### src/rtl/sdram_act_pkg.sv
// Shared request codes and pin-level command encodings for the row-open gate.
// Assumes the four command pins are ordered cs_n, ras_n, cas_n, we_n.
package sdram_act_pkg;

    typedef enum logic [1:0] {
        OP_ACT = 2'd0,
        OP_RD  = 2'd1,
        OP_WR  = 2'd2,
        OP_PRE = 2'd3
    } op_e;

    typedef struct packed {
        logic cs_n;
        logic ras_n;
        logic cas_n;
        logic we_n;
    } cmd_t;

    localparam cmd_t CMD_DESEL = 4'b1111;
    localparam cmd_t CMD_NOP   = 4'b0111;
    localparam cmd_t CMD_ACT   = 4'b0011;
    localparam cmd_t CMD_RD    = 4'b0101;
    localparam cmd_t CMD_WR    = 4'b0100;
    localparam cmd_t CMD_PRE   = 4'b0010;

endpackage

### src/rtl/sdram_bank_timer.sv
// One bank's open flag and row-to-column countdown.
// Activate opens the bank and loads TRCD_CYC-1. The counter then falls by
// one per cycle, and column access is allowed once it is zero. Precharge
// closes the bank. Assumes the caller never asserts activate and precharge
// together.
module sdram_bank_timer #(
    parameter int TRCD_CYC = 5
) (
    input  logic clk,
    input  logic rst_n,
    input  logic act_i,
    input  logic pre_i,
    output logic open_o,
    output logic col_ok_o
);
    localparam int CNT_W = $clog2(TRCD_CYC + 1);
    localparam logic [CNT_W-1:0] LOAD_VAL = CNT_W'(TRCD_CYC - 1);

    logic             open_q;
    logic [CNT_W-1:0] cnt_q;

    // Track open state and count down the activate-to-column window.
    always_ff @(posedge clk) begin
        if (!rst_n) begin
            open_q <= 1'b0;
            cnt_q  <= '0;
        end else if (act_i) begin
            open_q <= 1'b1;
            cnt_q  <= LOAD_VAL;
        end else if (pre_i) begin
            open_q <= 1'b0;
            cnt_q  <= '0;
        end else if (cnt_q != '0) begin
            cnt_q  <= cnt_q - 1'b1;
        end
    end

    // Column access is legal once the bank is open and the window has elapsed.
    always_comb begin
        open_o   = open_q;
        col_ok_o = open_q && (cnt_q == '0);
    end
endmodule

### src/rtl/sdram_req_admit.sv
// Decides whether the request on offer may be accepted this cycle, and
// produces one-hot per-bank activate and precharge strobes for the timers.
// Purely combinational. Assumes open_i and col_ok_i come from registers.
module sdram_req_admit #(
    parameter int BANKS = 4,
    parameter int BA_W  = 2
) (
    input  logic             valid_i,
    input  logic [1:0]       op_i,
    input  logic [BA_W-1:0]  bank_i,
    input  logic [BANKS-1:0] open_i,
    input  logic [BANKS-1:0] col_ok_i,
    output logic             ready_o,
    output logic             fire_o,
    output logic [BANKS-1:0] act_o,
    output logic [BANKS-1:0] pre_o
);
    import sdram_act_pkg::*;

    // Admission rule per request type.
    always_comb begin
        case (op_e'(op_i))
            OP_ACT:  ready_o = !open_i[bank_i];
            OP_RD,
            OP_WR:   ready_o = col_ok_i[bank_i];
            default: ready_o = 1'b1;
        endcase
        fire_o = valid_i && ready_o;
    end

    // Per-bank strobes for the timers.
    for (genvar b = 0; b < BANKS; b++) begin : g_strobe
        always_comb begin
            act_o[b] = fire_o && (op_e'(op_i) == OP_ACT) && (bank_i == BA_W'(b));
            pre_o[b] = fire_o && (op_e'(op_i) == OP_PRE) && (bank_i == BA_W'(b));
        end
    end
endmodule

### src/rtl/sdram_cmd_encoder.sv
// Registers the pin-level command one cycle after acceptance.
// Drives deselect in reset and a no-operation in every cycle without an
// accepted request. Column commands keep the bits above the column low,
// which includes the auto-precharge bit.
module sdram_cmd_encoder #(
    parameter int BA_W  = 2,
    parameter int A_W   = 11,
    parameter int COL_W = 8
) (
    input  logic             clk,
    input  logic             rst_n,
    input  logic             fire_i,
    input  logic [1:0]       op_i,
    input  logic [BA_W-1:0]  bank_i,
    input  logic [A_W-1:0]   addr_i,
    output logic             cs_n_o,
    output logic             ras_n_o,
    output logic             cas_n_o,
    output logic             we_n_o,
    output logic [BA_W-1:0]  ba_o,
    output logic [A_W-1:0]   a_o
);
    import sdram_act_pkg::*;

    cmd_t            cmd_d, cmd_q;
    logic [A_W-1:0]  a_d;

    // Select the next command and address from the accepted request.
    always_comb begin
        cmd_d = CMD_NOP;
        a_d   = '0;
        if (fire_i) begin
            case (op_e'(op_i))
                OP_ACT: begin
                    cmd_d = CMD_ACT;
                    a_d   = addr_i;
                end
                OP_RD: begin
                    cmd_d = CMD_RD;
                    a_d[COL_W-1:0] = addr_i[COL_W-1:0];
                end
                OP_WR: begin
                    cmd_d = CMD_WR;
                    a_d[COL_W-1:0] = addr_i[COL_W-1:0];
                end
                default: cmd_d = CMD_PRE;
            endcase
        end
    end

    // Pin register: deselect in reset, otherwise the selected command.
    always_ff @(posedge clk) begin
        if (!rst_n) begin
            cmd_q <= CMD_DESEL;
            ba_o  <= '0;
            a_o   <= '0;
        end else begin
            cmd_q <= cmd_d;
            ba_o  <= fire_i ? bank_i : '0;
            a_o   <= a_d;
        end
    end

    // Break the command struct out onto the individual pins.
    always_comb begin
        cs_n_o  = cmd_q.cs_n;
        ras_n_o = cmd_q.ras_n;
        cas_n_o = cmd_q.cas_n;
        we_n_o  = cmd_q.we_n;
    end
endmodule

### src/rtl/sdram_act_gate.sv
// Top: four-bank row-open gate with an activate-to-column timer per bank.
// Accepts activate/read/write/precharge requests over valid/ready and drives
// the SDRAM command pins one cycle later. Assumes TRCD_PS and CLK_PS are
// positive, and that the requester precharges a bank before re-activating it.
module sdram_act_gate #(
    parameter int BANKS   = 4,
    parameter int ROW_W   = 11,
    parameter int COL_W   = 8,
    parameter int TRCD_PS = 18000,
    parameter int CLK_PS  = 4000
) (
    input  logic             clk,
    input  logic             rst_n,
    input  logic             req_valid,
    output logic             req_ready,
    input  logic [1:0]       req_op,
    input  logic [1:0]       req_bank,
    input  logic [10:0]      req_addr,
    output logic             sd_cs_n,
    output logic             sd_ras_n,
    output logic             sd_cas_n,
    output logic             sd_we_n,
    output logic [1:0]       sd_ba,
    output logic [10:0]      sd_a
);
    localparam int BA_W     = $clog2(BANKS);
    localparam int TRCD_CYC = (TRCD_PS + CLK_PS - 1) / CLK_PS;

    logic [BANKS-1:0] bank_open;
    logic [BANKS-1:0] bank_col_ok;
    logic [BANKS-1:0] bank_act;
    logic [BANKS-1:0] bank_pre;
    logic             fire;

    sdram_req_admit #(
        .BANKS (BANKS),
        .BA_W  (BA_W)
    ) u_admit (
        .valid_i  (req_valid),
        .op_i     (req_op),
        .bank_i   (req_bank),
        .open_i   (bank_open),
        .col_ok_i (bank_col_ok),
        .ready_o  (req_ready),
        .fire_o   (fire),
        .act_o    (bank_act),
        .pre_o    (bank_pre)
    );

    for (genvar b = 0; b < BANKS; b++) begin : g_bank
        sdram_bank_timer #(
            .TRCD_CYC (TRCD_CYC)
        ) u_timer (
            .clk      (clk),
            .rst_n    (rst_n),
            .act_i    (bank_act[b]),
            .pre_i    (bank_pre[b]),
            .open_o   (bank_open[b]),
            .col_ok_o (bank_col_ok[b])
        );
    end

    sdram_cmd_encoder #(
        .BA_W  (BA_W),
        .A_W   (ROW_W),
        .COL_W (COL_W)
    ) u_enc (
        .clk     (clk),
        .rst_n   (rst_n),
        .fire_i  (fire),
        .op_i    (req_op),
        .bank_i  (req_bank),
        .addr_i  (req_addr),
        .cs_n_o  (sd_cs_n),
        .ras_n_o (sd_ras_n),
        .cas_n_o (sd_cas_n),
        .we_n_o  (sd_we_n),
        .ba_o    (sd_ba),
        .a_o     (sd_a)
    );
endmodule

### config.mk
export PLATFORM = sky130hd
export DESIGN_NAME = sdram_act_gate
export DESIGN_NICKNAME = d
export VERILOG_FILES = /design/src/rtl/sdram_act_pkg.sv /design/src/rtl/sdram_bank_timer.sv /design/src/rtl/sdram_req_admit.sv /design/src/rtl/sdram_cmd_encoder.sv /design/src/rtl/sdram_act_gate.sv
export SDC_FILE = /design/constraint.sdc
export NUM_CORES = 1
export LEC_CHECK = 0
export BUFFER_PORTS_ARGS = -buffer_cell sky130_fd_sc_hd__clkbuf_2
export CAP_MARGIN = 0
export CORE_ASPECT_RATIO = 1.2
export CORE_MARGIN = 3
export CORE_UTILIZATION = 35
export CTS_CLUSTER_DIAMETER = 200
export DETAILED_ROUTE_END_ITERATION = 12
export MAX_ROUTING_LAYER = met4
export SLEW_MARGIN = 20
export SYNTH_ARGS = -nofsm -noshare
export SYNTH_HDL_FRONTEND = slang
export SYNTH_SLANG_ARGS = --single-unit
### constraint.sdc
create_clock -name clk -period 5.05 [get_ports clk]
set_input_delay 0.2525 -clock clk [delete_from_list [all_inputs] [get_ports clk]]
set_output_delay 0.2525 -clock clk [all_outputs]
set_load 0.005 [all_outputs]
==> impl_metrics.json, run 1 <==
{
  "clockBufferDepth": 2,
  "worstHoldStart": "req_addr[2]",
  "p_comb_frac": 0.346,
  "core-area_um2": 4290,
  "first_global_vias": 1176,
  "yosysUniqueCellTypes": 35,
  "synthCells": 168,
  "drtIter0Drc": 29,
  "grt_max_degree": 16,
  "synth-main-ff-cell": "dfxtp_1",
  "path_clk_slew_ns": 0.07,
  "num_rows": 26,
  "r2r-start": "g_bank[2].u_timer.cnt_q[0]",
  "internal-power_uw": 546,
  "critPathMaxFanout": 13,
  "worstPathCellList": "inv_1 -> ha_1 -> nand3b_1 -> a21boi_0 -> a21oi_2 -> inv_2 -> clkbuf_2",
  "ctsHoldBuffers": 0,
  "synth_seq_cells": 33,
  "track_usage": 0.125,
  "max_slew_margin": 0.624,
  "routed-via-count": 1266,
  "hold_viol": 0,
  "numCtsBuffers": 5,
  "viasPerCell": 4.85,
  "drtAntennaViolNets": 0,
  "postCtsSetupBuffers": 0,
  "fin_nets": 234,
  "multi_input_area_um2": 808,
  "synth_top_area_share": 0.422,
  "clock_sinks": 33,
  "maxCapViolations": 0,
  "required_ns": 4.80,
  "register_area_um2": 661,
  "power_uw": 801,
  "grt-ovfl-total": 0,
  "slew_violations": 0,
  "insertedDiodeCount": 0,
  "rsz0062_at_grt": "false",
  "power_leakage_nw": 0.818,
  "dp_hpwl_um": 2270,
  "synth_edf_count": 0,
  "avgSynthCellArea_um2": 9.32,
  "power_frac_clock": 0.238,
  "max_freq_mhz": 436,
  "period_needed_ns": 2.29,
  "io_pins": 36,
  "arrival_ns": 2.04,
  "crit_family": "compound AO/OA/AOI/OAI gates",
  "htree_levels": 2,
  "die_y_um": 79.3,
  "power.density_nw_per_um2": 434,
  "cts_resized": 0,
  "setup_violations": 0,
  "synth.top_cells.by_area": "dfxtp_1 (42%), ha_1 (9.6%), and2_1 (4.8%), nand2_1 (3.4%), and3_1 (3.2%)",
  "vdd_drop_max_uv": 203,
  "wl_um": 3030,
  "drt-pass1-iter-count": 4,
  "grt_pass1_wl_um": 4970,
  "cts_tree": "built",
  "netlist_area_um2": 1570,
  "clock_latency_ns": 0.28,
  "areaGrowthSynthToFinish_pct": 17.8,
  "die_area_um2": 5320,
  "tns_ns": 0,
  "critPathSlowestCell": "a21oi_2",
  "antenna_found_initial": 0,
  "async_flop_share": 0,
  "max_stage_delay_ns": 0.50,
  "switchingPower_uw": 255,
  "fin_skew_ns": 0.00829,
  "synth_warnings": 0,
  "fill_cells": 448,
  "tightestPinTransition_ns": 0.563,
  "critPathBufInv": 3,
  "synth_area_leader_cell": "dfxtp_1",
  "fp.dieW_um": 67.1,
  "end_kind": "primary output",
  "ys_seq_area_frac": 0.422,
  "crit_type": "reg2out",
  "drive_above_1_share": 0.263,
  "post-route-drc-count": 0,
  "swShare": 0.318,
  "routabilityCongestion": 0.863,
  "port-buffer-count": 35,
  "fin_crit_sh": 0.454,
  "root_buffer": "clkbuf_8",
  "hp-class": "in2reg",
  "wl_per_cell_um": 11.6,
  "worstSetupStartpointType": "flop",
  "crit_path_start": "g_bank[1].u_timer.cnt_q[0]",
  "status": "complete, no violations",
  "synth_nets": 198,
  "initial_core_util": 0.365,
  "seqPwrFrac": 0.416
}
logic make-up (layout without fill, tap and decap cells):
kind of cell,after synthesis,in the layout,synth area share
buf+inv,19,56,0.0623
flops,33,33,0.422
simple gates,70,70,0.248
fa+ha+maj,12,12,0.0958
compound gates,26,26,0.111
mux,4,4,0.0383
xor+xnor,4,4,0.0224
registers in the layout, summed over array words and instances, names as in the netlist:
signal,flops
g_bank.u_timer.open_o,4
u_enc.cs_n_o,1
g_bank.u_timer.cnt_q,12
u_enc.ba_o,2
u_enc.ras_n_o,1
u_enc.we_n_o,1
u_enc.cas_n_o,1
u_enc.a_o,11
routing by layer:
layer,up-vias,track usage,wire length (um)
met5,-,-,0
met4,0,0.0426,42
met3,6,0.0509,284
met2,50,0.202,1360
met1,566,0.139,1350
li1,644,-,-
synth_stat cells (4+ instances only):
cell type and count:
a21oi_1 4, and2_1 12, and3_1 8, dfxtp_1 33
ha_1 12, inv_1 12, nand2_1 14, nand3_1 5
nand3b_1 4, nand4_1 4, nor2_1 10, nor2b_1 5
o21ai_0 10, o22ai_1 4, xnor2_1 4
final timing paths:
kind	slack [ns]	end	cells past startpoint
worst max-delay path	2.76	req_ready	7
worst min-delay path	0.17	u_enc.a_o[2]	2
worst max register to register	3.02	g_bank[1].u_timer.cnt_q[1]	8
worst min register to register	0.50	g_bank[2].u_timer.open_o	2
power groups by stage:
stage / combinational [mW] / clock (mW) / sequential, mW
3_3_place_gp: 0.277 / 0 / 0.338
5_1_grt: 0.320 / 0.207 / 0.340
2_1_floorplan: 0.229 / 0 / 0.335
4_1_cts: 0.283 / 0.198 / 0.333
6_report: 0.277 / 0.191 / 0.333
3_5_place_dp: 0.279 / 0 / 0.339
layout make-up:
class,count,share of cell area
Timing Repair Buffer,35,0.0949
Sequential cell,33,0.358
Tap cell,56,0.0380
Clock inverter,2,0.00542
Clock buffer,6,0.0393
Inverter,13,0.0264
Multi-Input combinational cell,116,0.438
worst reg2reg max path, delay by kind of cell (launching register included):
kind / cells / cell delay (ns)
AOI/OAI and AO/OA: 3 / 0.82
buffers and inverters: 2 / 0.32
DFF: 1 / 0.32
adders and majority gates: 1 / 0.18
and+or+nand+nor: 2 / 0.30
layout by cell type, fill, tap and decap left out, types with 2 or more instances in the layout:
cell       synthesis  final
inv_1             12     12
dfxtp_1           33     33
o22ai_1            4      4
and3_1             8      8
and2_2             2      2
clkinv_2           0      2
nor2b_1            5      5
and2_1            12     12
clkbuf_8           0      5
nor2_1            10     10
xnor2_1            4      4
a21oi_1            4      4
nand3_1            5      5
mux2_2             3      3
o21ai_0           10     10
nand2_1           14     14
clkbuf_2           0     35
ha_1              12     12
nand4_1            4      4
o2111ai_1          3      3
nand3b_1           4      4
stage by stage:
stage               std cells  hold slack, ns  cell area (um2)   util  setup slack [ns]
floorplan                 168           0.374             1570      -              3.32
global placement          253           0.459             1760  0.411              3.03
detailed placement        253           0.459             1760  0.411              2.99
CTS                       261           0.163             1850  0.430              2.75
global route              261           0.164             1850  0.430              2.57
finish                    261           0.173             1850  0.430              2.76
Note: power is estimated with default switching activity, not from simulation.
==> run 2, diff against run 1 <==
==> constraint.sdc (replaced) <==
create_clock -name clk -period 2 [get_ports clk]
set_input_delay 0.1 -clock clk [delete_from_list [all_inputs] [get_ports clk]]
set_output_delay 0.1 -clock clk [all_outputs]
set_load 0.005 [all_outputs]
==> run 2 against run 1 <==
- global-route usage is 0.81 points higher
- final area is 3.4% higher
- power grew to 2.6 times the previous value
- sequential share of layout area is 0.78 points lower
- highest routed layer unchanged
- clock skew hardly changed
==> impl_metrics.json, run 2 (synthesis gave the netlist of run 1 again) <==
{
  "drtAntennaViolNets": 0,
  "num_rows": 26,
  "max_freq_mhz": 524,
  "clock_latency_ns": 0.28,
  "dp_hpwl_um": 2340,
  "die_area_um2": 5320,
  "wl_um": 3210,
  "max_stage_delay_ns": 0.38,
  "core-area_um2": 4290,
  "vdd_drop_max_uv": 520,
  "io_pins": 36,
  "dr_wl_met2_um": 1410,
  "dr_wl_met3_um": 277,
  "arrival_ns": 1.81,
  "hold_ws_ns": 0.0204,
  "hold_viol": 0,
  "track_usage": 0.133,
  "power_leakage_nw": 0.838,
  "tns_ns": 0,
  "regMostFlops": "g_bank.u_timer.cnt_q",
  "grt_pass1_wl_um": 5220,
  "slew_violations": 0,
  "critPathMaxFanout": 7,
  "fin_nets": 239,
  "final_cell_mix": "clkbuf_2 (34), dfxtp_1 (27), nand2_1 (14)",
  "drtIter0Drc": 50,
  "rsz0062_at_grt": "true",
  "areaGrowthSynthToFinish_pct": 21.8,
  "max_slew_margin": 0.685,
  "setup_violations": 0,
  "routabilityCongestion": 0.870,
  "power.density_nw_per_um2": 1100,
  "end_kind": "primary output",
  "layout_commonest_cell": "clkbuf_2",
  "grt_max_degree": 16,
  "crit_type": "reg2out",
  "numCtsBuffers": 5,
  "fin_crit_sh": 0.953,
  "port-buffer-count": 35,
  "worstPathCellList": "inv_1 -> ha_2 -> nand3b_1 -> a222oi_1 -> a21oi_2 -> inv_4 -> buf_6",
  "critPathSlowestCell": "a222oi_1",
  "clock_sinks": 33,
  "htree_levels": 2,
  "fin_skew_ns": 0.00792,
  "largest_register_ffs": 12,
  "viasPerCell": 4.75,
  "grt-ovfl-total": 0,
  "root_buffer": "clkbuf_8",
  "clockBufferDepth": 2,
  "die_y_um": 79.3,
  "first_global_vias": 1176,
  "top_layer": "met4",
  "routed-via-count": 1258,
  "required_ns": 1.90,
  "fp.dieW_um": 67.1,
  "period_needed_ns": 1.91,
  "maxCapViolations": 0,
  "hp-class": "in2reg",
  "tightestPinTransition_ns": 0.472,
  "path_clk_slew_ns": 0.06,
  "cts_tree": "built",
  "drt-pass1-iter-count": 4,
  "drive_above_1_share": 0.316,
  "post-route-drc-count": 0,
  "status": "complete, no violations",
  "initial_core_util": 0.365,
  "wl_per_cell_um": 12.1,
  "insertedDiodeCount": 0,
  "drt-met1-wl_um": 1470,
  "worstSetupStartpointType": "flop",
  "fill_cells": 445,
  "antenna_found_initial": 0
}
[run 2: cell count changes in the layout (fill, tap and decap cells not counted), moves of 2 or more]
cell,previous run,this run
ha_2,0,2
clkinv_2,2,0
dfxtp_1,33,27
ha_1,12,10
buf_4,0,4
dfxtp_2,0,6
[run 2: timing repair]
| action | 4_1_cts | 5_1_grt |
|---|---|---|
| setup buffers | 0 | 2 |
| resized for setup | 1 | 10 |
| endpoints found under the setup margin | 1 | 22 |
| pin swaps | 0 | 3 |
| gates cloned | 0 | 1 |
| hold buffers | 0 | 0 |
[run 2: stage by stage]
step	area, um2	util	power, mW	cells	worst slack, ns
finish	1910	0.444	2.10	265	0.0930
global route	1910	0.444	2.27	265	-0.0399
CTS	1870	0.435	2.08	262	0.00934
detailed placement	1780	0.414	1.57	255	0.0300
global placement	1780	0.414	1.56	255	0.0573
floorplan	1570	-	1.42	168	0.265
[run 2: worst max-delay path, delay by kind of cell (launching register included)]
kind	cells	cell delay (ns)
compound gates	2	0.59
buf+inv	3	0.33
flops	1	0.32
fa+ha+maj	1	0.19
simple gates	1	0.10
[run 2: worst paths after layout]
path,startpoint,end,slack (ns),cells past startpoint
hold reg to reg,g_bank[2].u_timer.open_o,g_bank[2].u_timer.open_o,0.50,2
setup reg to reg,g_bank[2].u_timer.cnt_q[0],u_enc.a_o[0],0.12,7
setup / recovery,g_bank[2].u_timer.cnt_q[0],req_ready,0.09,7
hold / removal,req_addr[1],u_enc.a_o[1],0.02,2
[run 2: layout make-up]
type / instances / area, um2 / share of cell area
clock buffers: 7 / 86.3 / 0.0452
inverters: 13 / 51.3 / 0.0269
multi-input cells: 116 / 813 / 0.426
flip-flops and latches: 33 / 668 / 0.350
well taps: 56 / 70.1 / 0.0367
repair buffers: 39 / 211 / 0.111
repair inverters: 1 / 7.51 / 0.00393
[run 2: power breakdown]
group | leakage, nW | total [mW] | switching [mW] | internal [mW]
clock | 0.0443 | 0.499 | 0.226 | 0.273
sequential | 0.272 | 0.854 | 0.0670 | 0.787
combinational | 0.522 | 0.744 | 0.351 | 0.393
total | 0.838 | 2.10 | 0.644 | 1.45
[run 2: metal layers]
layer	up-vias	global-route usage
met1	555	0.159
li1	653	-
met2	45	0.204
met3	5	0.0495
met5	-	-
met4	0	0.0487
==> run 3, diff against run 2 <==
--- a/config.mk
+++ b/config.mk
@@ -5,6 +5,7 @@
 export SDC_FILE = /design/constraint.sdc
 export NUM_CORES = 1
 export LEC_CHECK = 0
+export ABC_AREA = 1
 export BUFFER_PORTS_ARGS = -buffer_cell sky130_fd_sc_hd__clkbuf_2
 export CAP_MARGIN = 0
 export CORE_ASPECT_RATIO = 1.2
==> run 3 against run 2 <==
- sequential power fell by 2.8%
- combinational power fell by 11%
- count of clock-buffer cells in the layout stayed put
==> impl_metrics.json, run 3 <==
{
  "status": "complete, no violations",
  "fin_crit_sh": 0.839,
  "worstPathCellList": "inv_1 -> ha_1 -> inv_1 -> nor2_2 -> nand2_1 -> a21oi_1 -> nand2_1 -> nand2_4 -> clkbuf_2",
  "synth_most_common_cell": "dfxtp_1",
  "async_flop_share": 0,
  "synth_seq_cells": 33,
  "switchingPower_uw": 659,
  "place_area_um2": 1680,
  "grt-ovfl-total": 0,
  "routed-via-count": 1209,
  "fp.dieW_um": 64.7,
  "routabilityCongestion": 0.798,
  "hp-class": "in2reg",
  "insertedDiodeCount": 0,
  "wl_um": 2600,
  "synth_edf_count": 0,
  "synth_nets": 213,
  "largest_register_ffs": 12,
  "first_global_vias": 1058,
  "p_comb_frac": 0.334,
  "grt_max_degree": 11,
  "fin_nets": 254,
  "setup_violations": 0,
  "tns_ns": 0,
  "avgSynthCellArea_um2": 7.92,
  "fin_area_um2": 1770,
  "clock_latency_ns": 0.27,
  "yosysUniqueCellTypes": 16,
  "antenna_found_initial": 0,
  "required_ns": 1.90,
  "areaGrowthSynthToFinish_pct": 22.2,
  "fin_skew_ns": 0.00811,
  "regMostFlops": "g_bank.u_timer.cnt_q",
  "viasPerCell": 4.35,
  "r2r-start": "g_bank[2].u_timer.cnt_q[0]",
  "seqPwrFrac": 0.419,
  "max_stage_delay_ns": 0.32,
  "dp_hpwl_um": 2080,
  "netlist_area_um2": 1450,
  "synth_warnings": 0,
  "numCtsBuffers": 5,
  "synthCells": 183,
  "period_needed_ns": 1.68,
  "power_leakage_nw": 0.890,
  "rsz0062_at_grt": "false",
  "drtAntennaViolNets": 0,
  "maxCapViolations": 0,
  "power_mw": 1.98,
  "drive_above_1_share": 0.219,
  "power_frac_clock": 0.246,
  "r2r_slack_ns": 0.37,
  "core-area_um2": 3970,
  "cts_resized": 0,
  "grt_pass1_wl_um": 4350,
  "postCtsSetupBuffers": 0,
  "drtIter0Drc": 59,
  "synth-main-ff-cell": "dfxtp_1",
  "rr_endpoint": "u_enc.a_o[9]",
  "root_buffer": "clkbuf_8",
  "die_area_um2": 4950,
  "port-buffer-count": 35,
  "synth_common_cells": "dfxtp_1 (33), inv_1 (30), nand2_1 (28)",
  "final_util": 0.446,
  "layout_commonest_cell": "clkbuf_2",
  "synth.top_cells.by_area": "dfxtp_1 (46%), ha_1 (10%), inv_1 (7.8%), nand2_1 (7.3%), nor2_1 (6.7%)",
  "synth_area_leader_cell": "dfxtp_1",
  "final_cell_mix": "clkbuf_2 (35), dfxtp_1 (33), inv_1 (30)",
  "swShare": 0.333,
  "synth_top_area_share": 0.456,
  "hold_viol": 0,
  "io_pins": 36,
  "worstSetupStartpointType": "flop",
  "wl_per_cell_um": 9.36,
  "die_y_um": 76.5,
  "num_rows": 25,
  "arrival_ns": 1.58,
  "clockBufferDepth": 2,
  "drt-pass1-iter-count": 4,
  "initial_core_util": 0.365,
  "tightestPinTransition_ns": 0.274,
  "end_kind": "primary output",
  "crit_type": "reg2out",
  "path_clk_slew_ns": 0.06,
  "track_usage": 0.113,
  "power.density_nw_per_um2": 1120,
  "vdd_drop_max_uv": 513,
  "max_freq_mhz": 596,
  "max_slew_margin": 0.817,
  "crit_path_end": "req_ready",
  "ff2ff_path_depth": 12,
  "htree_levels": 2,
  "post-route-drc-count": 0,
  "crit_path_start": "g_bank[2].u_timer.cnt_q[0]",
  "cts_tree": "built",
  "critPathSlowestCell": "dfxtp_1",
  "critPathMaxFanout": 10,
  "internal-power_mw": 1.32,
  "ctsHoldBuffers": 0,
  "clock_sinks": 33,
  "ys_seq_area_frac": 0.456,
  "slew_violations": 0
}
==> run 3: area by class of cell <==
cell class                      instances  area [um2]
Tap cell                               54        67.6
Timing Repair Buffer                   35         175
Sequential cell                        33         661
Multi-Input combinational cell        116         657
Clock buffer                            7        86.3
Fill cell                             435        2200
Inverter                               33         124
==> run 3: stage by stage <==
step	hold WS (ns)	cells	setup slack, ns
6_report	0.0190	278	0.322
5_1_grt	0.0183	278	0.140
4_1_cts	0.0121	278	0.302
3_5_place_dp	0.303	271	0.358
3_3_place_gp	0.299	271	0.395
2_1_floorplan	0.212	183	0.527
==> run 3: worst min-delay path by stage <==
stage	startpoint	to	slack, ns	depth (start not counted)
after global routing	req_addr[0]	u_enc.a_o[0]	0.02	3
after CTS	req_addr[2]	u_enc.a_o[2]	0.01	3
after floorplan	req_addr[0]	u_enc.a_o[0]	0.21	2
final	req_addr[7]	u_enc.a_o[7]	0.02	3
after detailed placement	req_addr[2]	u_enc.a_o[2]	0.30	3
after global placement	req_addr[1]	u_enc.a_o[1]	0.30	3
==> run 3: kinds of logic (layout without fill, tap and decap cells) <==
family | after synthesis | count (layout) | share of synthesized area
simple gates | 78 | 78 | 0.250
buf+inv | 34 | 75 | 0.0907
flops | 33 | 33 | 0.456
compound gates | 22 | 22 | 0.0760
fa+ha+maj | 12 | 12 | 0.104
xor+xnor | 4 | 4 | 0.0242
==> run 3: routing by layer <==
| metal | vias to the layer above | routed length, um | global-route usage |
|---|---|---|---|
| met5 | - | 0 | - |
| met4 | 0 | 8 | 0.0317 |
| met3 | 2 | 162 | 0.0398 |
| met2 | 33 | 1200 | 0.173 |
| met1 | 522 | 1230 | 0.140 |
| li1 | 652 | - | - |
==> run 3: power by group through the flow <==
stage	Combinational, mW	Clock, mW	Sequential, mW
after global routing	0.797	0.528	0.845
after floorplan	0.530	0	0.836
after CTS	0.675	0.504	0.831
final	0.662	0.488	0.830
after detailed placement	0.668	0	0.845
after global placement	0.658	0	0.843
==> run 3: worst max-delay path: cells and delay by family (launching register included) <==
family                   cells  cell delay (ns)
AND/OR/NAND/NOR              4             0.46
flip-flops                   1             0.32
buffers and inverters        3             0.26
adder cells (fa/ha/maj)      1             0.14
AO/OA/AOI/OAI                1             0.13
